==> config.mk <==
export PLATFORM = sky130hd
export DESIGN_NAME = clk_low_timeout_mon
export DESIGN_NICKNAME = d
export VERILOG_FILES = /design/src/rtl/clto_pkg.sv /design/src/rtl/clto_rst_sync.sv /design/src/rtl/clto_limit_dec.sv /design/src/rtl/clto_counter.sv /design/src/rtl/clto_status.sv /design/src/rtl/clk_low_timeout_mon.sv
export SDC_FILE = /design/constraint.sdc
export NUM_CORES = 1
export LEC_CHECK = 0
export ABC_AREA = 1
export ABC_CLOCK_PERIOD_IN_PS = 800
export BUFFER_PORTS_ARGS = -buffer_cell sky130_fd_sc_hd__buf_2
export CAP_MARGIN = 20
export CORE_UTILIZATION = 47
export CTS_CLUSTER_SIZE = 30
export DETAILED_ROUTE_END_ITERATION = 8
export GPL_TIMING_DRIVEN = 0
export PLACE_DENSITY = 0.7
export SKIP_LAST_GASP = 1
export SYNTH_ARGS = -nofsm -noshare
export SYNTH_HDL_FRONTEND = slang
export SYNTH_HIERARCHICAL = 1
export SYNTH_SLANG_ARGS = --single-unit
export TNS_END_PERCENT = 20
==> constraint.sdc <==
create_clock -name clk_i -period 0.8 [get_ports clk_i]
set_clock_uncertainty 0.15 [all_clocks]
set_input_delay 0.12 -clock clk_i [delete_from_list [all_inputs] [get_ports clk_i]]
set_output_delay 0.12 -clock clk_i [all_outputs]
set_load 0.02 [all_outputs]
==> src/rtl/clto_pkg.sv <==
package clto_pkg;

  // Operation selected for the down-counter in a given cycle.
  typedef enum logic [1:0] {
    CNT_IDLE   = 2'd0,
    CNT_LOAD   = 2'd1,
    CNT_DISARM = 2'd2,
    CNT_TICK   = 2'd3
  } cnt_op_e;

endpackage

==> src/rtl/clto_rst_sync.sv <==
module clto_rst_sync #(
  parameter int unsigned STAGES = 2
) (
  input  logic clk_i,
  input  logic rst_ni,
  output logic rst_sync_no
);

  logic [STAGES-1:0] sync_q;

  always_ff @(posedge clk_i or negedge rst_ni) begin
    if (!rst_ni) begin
      sync_q <= '0;
    end else begin
      sync_q <= {sync_q[STAGES-2:0], 1'b1};
    end
  end

  assign rst_sync_no = sync_q[STAGES-1];

endmodule

==> src/rtl/clto_limit_dec.sv <==
module clto_limit_dec #(
  parameter int unsigned LIM_W = 8,
  parameter int unsigned CNT_W = 12
) (
  input  logic [LIM_W-1:0] limit_i,
  output logic             valid_o,
  output logic [CNT_W-1:0] load_o
);

  localparam int unsigned FRAC_W = CNT_W - LIM_W;

  // Values 0 and 1 are not valid limits; any bit above bit 0 makes it valid.
  assign valid_o = |limit_i[LIM_W-1:1];

  generate
    if (FRAC_W > 0) begin : g_frac
      assign load_o = {limit_i, {FRAC_W{1'b0}}};
    end else begin : g_nofrac
      assign load_o = limit_i[LIM_W-1 -: CNT_W];
    end
  endgenerate

endmodule

==> src/rtl/clto_counter.sv <==
module clto_counter
  import clto_pkg::*;
#(
  parameter int unsigned CNT_W = 12
) (
  input  logic             clk_i,
  input  logic             rst_ni,
  input  logic             start_i,
  input  logic             stop_i,
  input  logic             tick_i,
  input  logic             valid_i,
  input  logic [CNT_W-1:0] load_i,
  output logic             armed_o,
  output logic             expire_o
);

  localparam logic [CNT_W-1:0] LAST = CNT_W'(1);

  cnt_op_e          op;
  logic [CNT_W-1:0] cnt_q, cnt_d;
  logic             armed_q, armed_d;
  logic             cnt_en;

  // Priority: START over STOP over a bit-clock tick.
  always_comb begin
    if (start_i)                op = CNT_LOAD;
    else if (stop_i)            op = CNT_DISARM;
    else if (armed_q && tick_i) op = CNT_TICK;
    else                        op = CNT_IDLE;
  end

  always_comb begin
    cnt_d    = cnt_q;
    armed_d  = armed_q;
    expire_o = 1'b0;
    unique case (op)
      CNT_LOAD: begin
        armed_d = valid_i;
        cnt_d   = valid_i ? load_i : '0;
      end
      CNT_DISARM: begin
        armed_d = 1'b0;
        cnt_d   = '0;
      end
      CNT_TICK: begin
        if (cnt_q == LAST) begin
          expire_o = 1'b1;
          armed_d  = 1'b0;
          cnt_d    = '0;
        end else begin
          cnt_d = cnt_q - LAST;
        end
      end
      default: ;
    endcase
  end

  assign cnt_en = (op != CNT_IDLE);

  always_ff @(posedge clk_i or negedge rst_ni) begin
    if (!rst_ni) begin
      cnt_q   <= '0;
      armed_q <= 1'b0;
    end else if (cnt_en) begin
      cnt_q   <= cnt_d;
      armed_q <= armed_d;
    end
  end

  assign armed_o = armed_q;

  p_armed_nonzero_r2: assert property (@(posedge clk_i) disable iff (!rst_ni)
    armed_q |-> (cnt_q != '0));

  p_start_loads_r2: assert property (@(posedge clk_i) disable iff (!rst_ni)
    (start_i && valid_i) |=> (armed_q && cnt_q == $past(load_i)));

  p_invalid_no_arm_r3: assert property (@(posedge clk_i) disable iff (!rst_ni)
    (start_i && !valid_i) |=> !armed_q);

  p_stop_disarms_r8: assert property (@(posedge clk_i) disable iff (!rst_ni)
    (stop_i && !start_i) |=> !armed_q);

  p_no_tick_hold_r10: assert property (@(posedge clk_i) disable iff (!rst_ni)
    (!start_i && !stop_i && !tick_i) |=> ($stable(cnt_q) && $stable(armed_q)));

endmodule

==> src/rtl/clto_status.sv <==
module clto_status (
  input  logic clk_i,
  input  logic rst_ni,
  input  logic expire_i,
  input  logic flag_clr_i,
  input  logic abort_done_i,
  output logic flag_o,
  output logic irq_o,
  output logic abort_o
);

  logic flag_q, flag_d;
  logic irq_q, irq_d;
  logic abort_q, abort_d;

  always_comb begin
    flag_d  = flag_q;
    abort_d = abort_q;
    irq_d   = expire_i;
    if (expire_i)          flag_d = 1'b1;
    else if (flag_clr_i)   flag_d = 1'b0;
    if (expire_i)          abort_d = 1'b1;
    else if (abort_done_i) abort_d = 1'b0;
  end

  always_ff @(posedge clk_i or negedge rst_ni) begin
    if (!rst_ni) begin
      flag_q  <= 1'b0;
      irq_q   <= 1'b0;
      abort_q <= 1'b0;
    end else begin
      flag_q  <= flag_d;
      irq_q   <= irq_d;
      abort_q <= abort_d;
    end
  end

  assign flag_o  = flag_q;
  assign irq_o   = irq_q;
  assign abort_o = abort_q;

  p_irq_single_r5: assert property (@(posedge clk_i) disable iff (!rst_ni)
    irq_q |=> !irq_q);

  p_irq_with_flag_r5: assert property (@(posedge clk_i) disable iff (!rst_ni)
    irq_q |-> (flag_q && abort_q));

  p_flag_sticky_r6: assert property (@(posedge clk_i) disable iff (!rst_ni)
    (flag_q && !flag_clr_i) |=> flag_q);

  p_abort_hold_r7: assert property (@(posedge clk_i) disable iff (!rst_ni)
    (abort_q && !abort_done_i) |=> abort_q);

endmodule

==> src/rtl/clk_low_timeout_mon.sv <==
module clk_low_timeout_mon #(
  parameter int unsigned LIM_W = 8,
  parameter int unsigned CNT_W = 12
) (
  input  logic             clk_i,
  input  logic             rst_ni,
  input  logic             bit_fall_i,
  input  logic             start_i,
  input  logic             stop_i,
  input  logic [LIM_W-1:0] limit_i,
  input  logic             flag_clr_i,
  input  logic             abort_done_i,
  output logic             timeout_o,
  output logic             irq_o,
  output logic             abort_req_o
);

  logic             rst_n;
  logic             lim_valid;
  logic [CNT_W-1:0] lim_load;
  logic             armed;
  logic             expire;

  clto_rst_sync #(.STAGES(2)) u_rst (
    .clk_i      (clk_i),
    .rst_ni     (rst_ni),
    .rst_sync_no(rst_n)
  );

  clto_limit_dec #(.LIM_W(LIM_W), .CNT_W(CNT_W)) u_dec (
    .limit_i(limit_i),
    .valid_o(lim_valid),
    .load_o (lim_load)
  );

  clto_counter #(.CNT_W(CNT_W)) u_cnt (
    .clk_i   (clk_i),
    .rst_ni  (rst_n),
    .start_i (start_i),
    .stop_i  (stop_i),
    .tick_i  (bit_fall_i),
    .valid_i (lim_valid),
    .load_i  (lim_load),
    .armed_o (armed),
    .expire_o(expire)
  );

  clto_status u_sts (
    .clk_i       (clk_i),
    .rst_ni      (rst_n),
    .expire_i    (expire),
    .flag_clr_i  (flag_clr_i),
    .abort_done_i(abort_done_i),
    .flag_o      (timeout_o),
    .irq_o       (irq_o),
    .abort_o     (abort_req_o)
  );

  p_expire_disarms_r4: assert property (@(posedge clk_i) disable iff (!rst_n)
    expire |=> (!armed && irq_o));

endmodule

# Word-level counts from Yosys, hierarchy flattened
# Index checks and enable logic that the tools add are counted.
# Widths: inputs -> output; s select.
totals:
  reg_bits: 18
  inputBits: 15
  out_inout_bits: 3
  wordCells: 34
op_classes:
  n_addsub: 1
  n_eq_ne: 5
  n_mux: 14
  reduce_logical: 8
ops:
  columns: ["op", "n"]
  rows:
  - ["$pmux 12 s3", 1]
  - ["$mux 12", 2]
  - ["$eq 12x1->1 const B", 1]
  - ["$sub 12x1->12 const B", 1]
  - ["$mux 1", 7]
  - ["$reduce_or 7->1", 1]
  - ["$mux 2", 3]
  - ["$reduce_bool 2->1", 3]
  - ["$eq 2x2->1 const B", 2]
  - ["$pmux 1 s3", 1]
  - ["$reduce_and 3->1", 1]
  - ["$reduce_bool 3->1", 1]
  - ["$eq 2x1->1 const B", 1]
  - ["$ne 2x1->1 const B", 1]
  - ["$reduce_and 2->1", 1]
  - ["$logic_and 1x1->1", 1]

# Logic depth before layout (Yosys ltp)
depth:
  depth_word: 7
  ltp_mapped: 10
  mapped_depth_nobuf: 10

# Modules after synthesis
# The synthesis kept the hierarchy.
by_module_without_submodules:
  columns: ["module", "n_inst", "cells_per_inst", "area_per_inst_um2", "seq_area_each_um2"]
  rows:
  - ["clto_counter", 1, 140, 992.2, 325.3]
  - ["clto_limit_dec", 1, 25, 138.9, 0.0]
  - ["clto_status", 1, 10, 101.3, 75.1]
  - ["clto_rst_sync", 1, 3, 53.8, 50.0]

# Least setup slack after synthesis
# OpenSTA, ideal clock, no wires.
synth_path:
  path_type: "register to register"
  startpoint: "register u_cnt.cnt_q[0]"
  endpoint: "register u_cnt.cnt_q[8]"
  setup_ns: 0.122
  t_arrival_ns: 1.153
  t_required_ns: 0.528
  slack_ns: -0.625
  stages_incl_launch_ff: 8
  n_path_buf: 0
  synth_period_minus_slack_ns: 1.425
  path_cell_list: "dfrtp_1 -> inv_1 -> ha_1 -> nand2_1 -> nor2_1 -> nor2_1 -> o21ai_2 -> a21oi_2"
synth_between:
  elab_chain_len: 3
  word_cells_on_any_way: 4
  classes_between: "1 x add/sub; 1 x eq/ne; 2 x mux"
synth_lines:
  columns: ["item", "line_no", "source"]
  rows:
  - ["start: declaration", "clto_counter.sv:20", "logic [CNT_W-1:0] cnt_q, cnt_d;"]
  - ["start signal: assignment", "clto_counter.sv:65", "cnt_q <= cnt_d;"]
  - ["$sub 12x1->12 or $eq 12x1->1 (tied branches)", "clto_counter.sv:51, clto_counter.sv:46", null]
  - ["$mux 12 *", "clto_counter.sv:46", "if (cnt_q == LAST) begin"]
  - ["$pmux 12 s3 *", "clto_counter.sv:36", "unique case (op)"]
# Every way passes the cells marked *; elsewhere a longest branch is shown, timed or not.
# A chain may end at the register's enable or synchronous reset.

# Final worst setup path
layout_path:
  startpoint: "register u_cnt.cnt_q[0]"
  endpoint: "register u_cnt.cnt_q[0]"
# The elaborated chain is that of the path after synthesis.

==> out/metrics.yaml <==
finish:
  area_delta_synth_final_pct: 32.39
  final_nets: 231
  finalInstanceArea_um2: 1703
  antenna-diode-count: 0
  nFillCells: 214
  drive_above_1_share: 0.4789
cts:
  clock_latency_ns: 0.30
  clkSinkCount: 18
  clock_path_buffers: 2
  root_buffer: "clkbuf_4"
  clkTransAtPathRegs_ns: 0.10
  cts_tree: "built"
  cts.htree.levels: 1
  cts_made_buffers: 3
  hold_buffers: 1
route:
  drt_pass1_iterations: 4
  wl_per_cell_um: 12.45
  vias: 1186
  drt_wl_total_um: 3026
  drt-initial-drc-count: 26
  ant_nets: 0
  vias_per_cell: 4.881
  drcViolationCount: 0
logic_synthesis:
  synth_area_per_cell_um2: 7.226
  synth_top_family_by_area: "simple AND/OR/NAND/NOR gates"
  synth.area.mux_share: 0
  synth.distinct_cells: 22
  syn_area_um2: 1286
  synthXorXnorAreaFrac: 0.01362
  synth-adder-area-share: 0.01946
  yosys_warnings: 6
  synth_cells: 178
  synth_compound_area_frac: 0.1654
  synthSimpleGateAreaFrac: 0.2860
  synth_seq_cells: 18
  ys_seq_area_frac: 0.3502
sta:
  worst_pin_slew_ns: 0.6942
  rsz0062_at_grt: "true"
  hold_viol_final: 5
  fmax_mhz: 682.9
  fin_crit_sh: 1.830
  postLayoutSetupSlackWorst_ns: -0.6643
  fin_setup_tns_ns: -11.92
  slew_viol_final: 0
  fin_hold_ws_ns: -0.09993
  fin_crit_ns: 1.464
  finalSetupViolCount: 35
  relSlewSlack: 0.5372
grt:
  antenna_found_initial: 0
  grt_first_pass_wirelength_um: 4340
  grt_pass1_vias: 1020
  grt_use_total: 0.2033
  grt_max_degree: 17
  grt_overflow: 0
critical_path:
  crit_slowest_cell: "dfrtp_2"
  slowest_delay_ns: 0.46
  crit_path_end_kind: "flop"
  critPathArrivalTime_ns: 1.54
  path_cells: "ha_4 -> nand2_2 -> nor2_4 -> a21oi_4 -> buf_6 -> nand2_1 -> a21oi_2"
  worst_setup_path_start_kind: "flop"
  crit_type: "reg -> reg"
  cp.required_ns: 0.87
  crit_fanout: 5
place:
  gp_congestion: 0.8553
  post_dp_cell_area_um2: 1433
  pre_cts_slack_ns: -0.6989
  port_buffers: 16
  place.detailed.hpwl_um: 1980
die:
  core_um2: 2522
  io_pins: 18
  die_w_um: 54.32
  rows: 18
  die_y_um: 54.32
  dieArea_um2: 2950
  start_util: 0.5099
power:
  vdd_drop_max_uv: 951.2
  p_leak_uw: 0.0008339
  cellPowerDensity_nw_per_um2: 1493
hold_path:
  hp-class: "in -> reg"
run_status:
  status: "finished with violations"
  violations: "negative hold slack, negative setup slack"
job:
  drv_cap: 0
-- metrics by stage --
step	instances	utilization	power, uW	hold slack [ns]
floorplan	181	-	1573	-0.3256
CTS	233	0.5967	2336	-0.1108
global placement	227	0.5680	1699	-0.2455
detailed placement	227	0.5680	1721	-0.2426
finish	243	0.6751	2542	-0.09993
global route	243	0.6751	2683	-0.07385
-- per-layer routing --
layer  track usage  vias to the layer above  wire length (um)
li1              -                      607                 -
met1        0.2670                      546              1419
met2        0.3435                       29              1453
met3       0.02500                        4               122
met4       0.06410                        0                31
met5             0                        -                 0
-- state kept, by name (all words and copies together), names as in the netlist --
register	cells
u_cnt/cnt_q	12
u_sts/irq_o	1
u_rst/sync_q	2
u_cnt/armed_o	1
u_sts/flag_o	1
u_sts/abort_o	1
-- final timing paths --
kind	from	to	slack (ns)	cells past startpoint
worst max-delay path	u_cnt/cnt_q[0]	u_cnt/cnt_q[0]	-0.66	7
worst min-delay path	flag_clr_i	u_sts/flag_o	-0.1	4
worst max register to register	u_cnt/cnt_q[0]	u_cnt/cnt_q[0]	-0.66	7
worst min register to register	u_rst/sync_q[1]	u_cnt/cnt_q[4]	0.12	0
max in group asynchronous	u_rst/sync_q[1]	u_cnt/cnt_q[0]	-0.13	0
min in group asynchronous	rst_ni	u_rst/sync_q[1]	-0.02	2
-- final cells by class --
cell class / instances / area (um^2) / share of cell area
plain buffers: 16 / 128.9 / 0.07568
clock buffers: 4 / 36.28 / 0.02131
inverters: 24 / 90.09 / 0.05290
multi-input cells: 123 / 779.5 / 0.4578
flip-flops and latches: 18 / 456.7 / 0.2682
well taps: 30 / 37.54 / 0.02204
repair buffers: 28 / 173.9 / 0.1021
-- report_power, final --
| part | internal, uW | total [uW] | leakage [uW] | switching, uW |
|---|---|---|---|---|
| clock network | 277 | 579 | 0.0000210 | 302 |
| registers | 1000 | 1140 | 0.000216 | 136 |
| logic | 375 | 827 | 0.000597 | 452 |
| total | 1650 | 2540 | 0.000834 | 890 |
-- logic make-up (layout without fill, tap and decap cells) --
family | after synthesis | count (layout)
other | 2 | 5
AO/OA/AOI/OAI | 32 | 32
XOR/XNOR | 2 | 2
adder cells (fa/ha/maj) | 2 | 2
flip-flops | 18 | 18
buffers and inverters | 40 | 72
AND/OR/NAND/NOR | 82 | 82
-- cell usage in the layout, fill, tap and decap left out, drive strengths merged --
master       instances
a21oi               26
buf                 42
clkbuf               5
conb                 5
dfrtp               18
dlygate4sd3          1
ha                   2
inv                 24
nand2               35
nand3                9
nor2                35
nor3                 3
o21ai                6
xor2                 2
-- synthesized netlist by cell type --
master / instances / area, um^2
a21oi_2: 11 / 96.34
conb_1: 2 / 7.510
nor2_2: 6 / 37.54
nor2_1: 29 / 108.9
nor3_1: 3 / 15.01
buf_4: 12 / 90.09
o21ai_2: 3 / 26.28
nand2_1: 33 / 123.9
nand3_2: 4 / 40.04
nand2_2: 1 / 6.260
dfrtp_1: 18 / 450.4
nand2_4: 1 / 11.26
xor2_1: 2 / 17.52
clkbuf_1: 1 / 3.750
inv_1: 23 / 86.33
buf_2: 2 / 10.01
o21ai_0: 3 / 15.01
a21oi_1: 15 / 75.07
nand3_1: 5 / 25.02
inv_2: 1 / 3.750
buf_6: 1 / 11.26
ha_1: 2 / 25.02
-- timing repair --
| action | 4_1_cts | 5_1_grt |
|---|---|---|
| setup buffers | 1 | 8 |
| setup endpoints to repair | 35 | 35 |
| pin swaps | 1 | 13 |
| endpoints found under the hold margin | 6 | 6 |
| gates cloned | 0 | 2 |
| gates resized for setup | 6 | 36 |
-- critical path, delay by kind of cell (launching register included) --
| kind | cells | cell delay, ns |
|---|---|---|
| AOI/OAI and AO/OA | 2 | 0.27 |
| adders and majority gates | 1 | 0.17 |
| and+or+nand+nor | 3 | 0.19 |
| buffers and inverters | 1 | 0.16 |
| DFF | 1 | 0.46 |
Note: power is estimated with default switching activity, not from simulation.
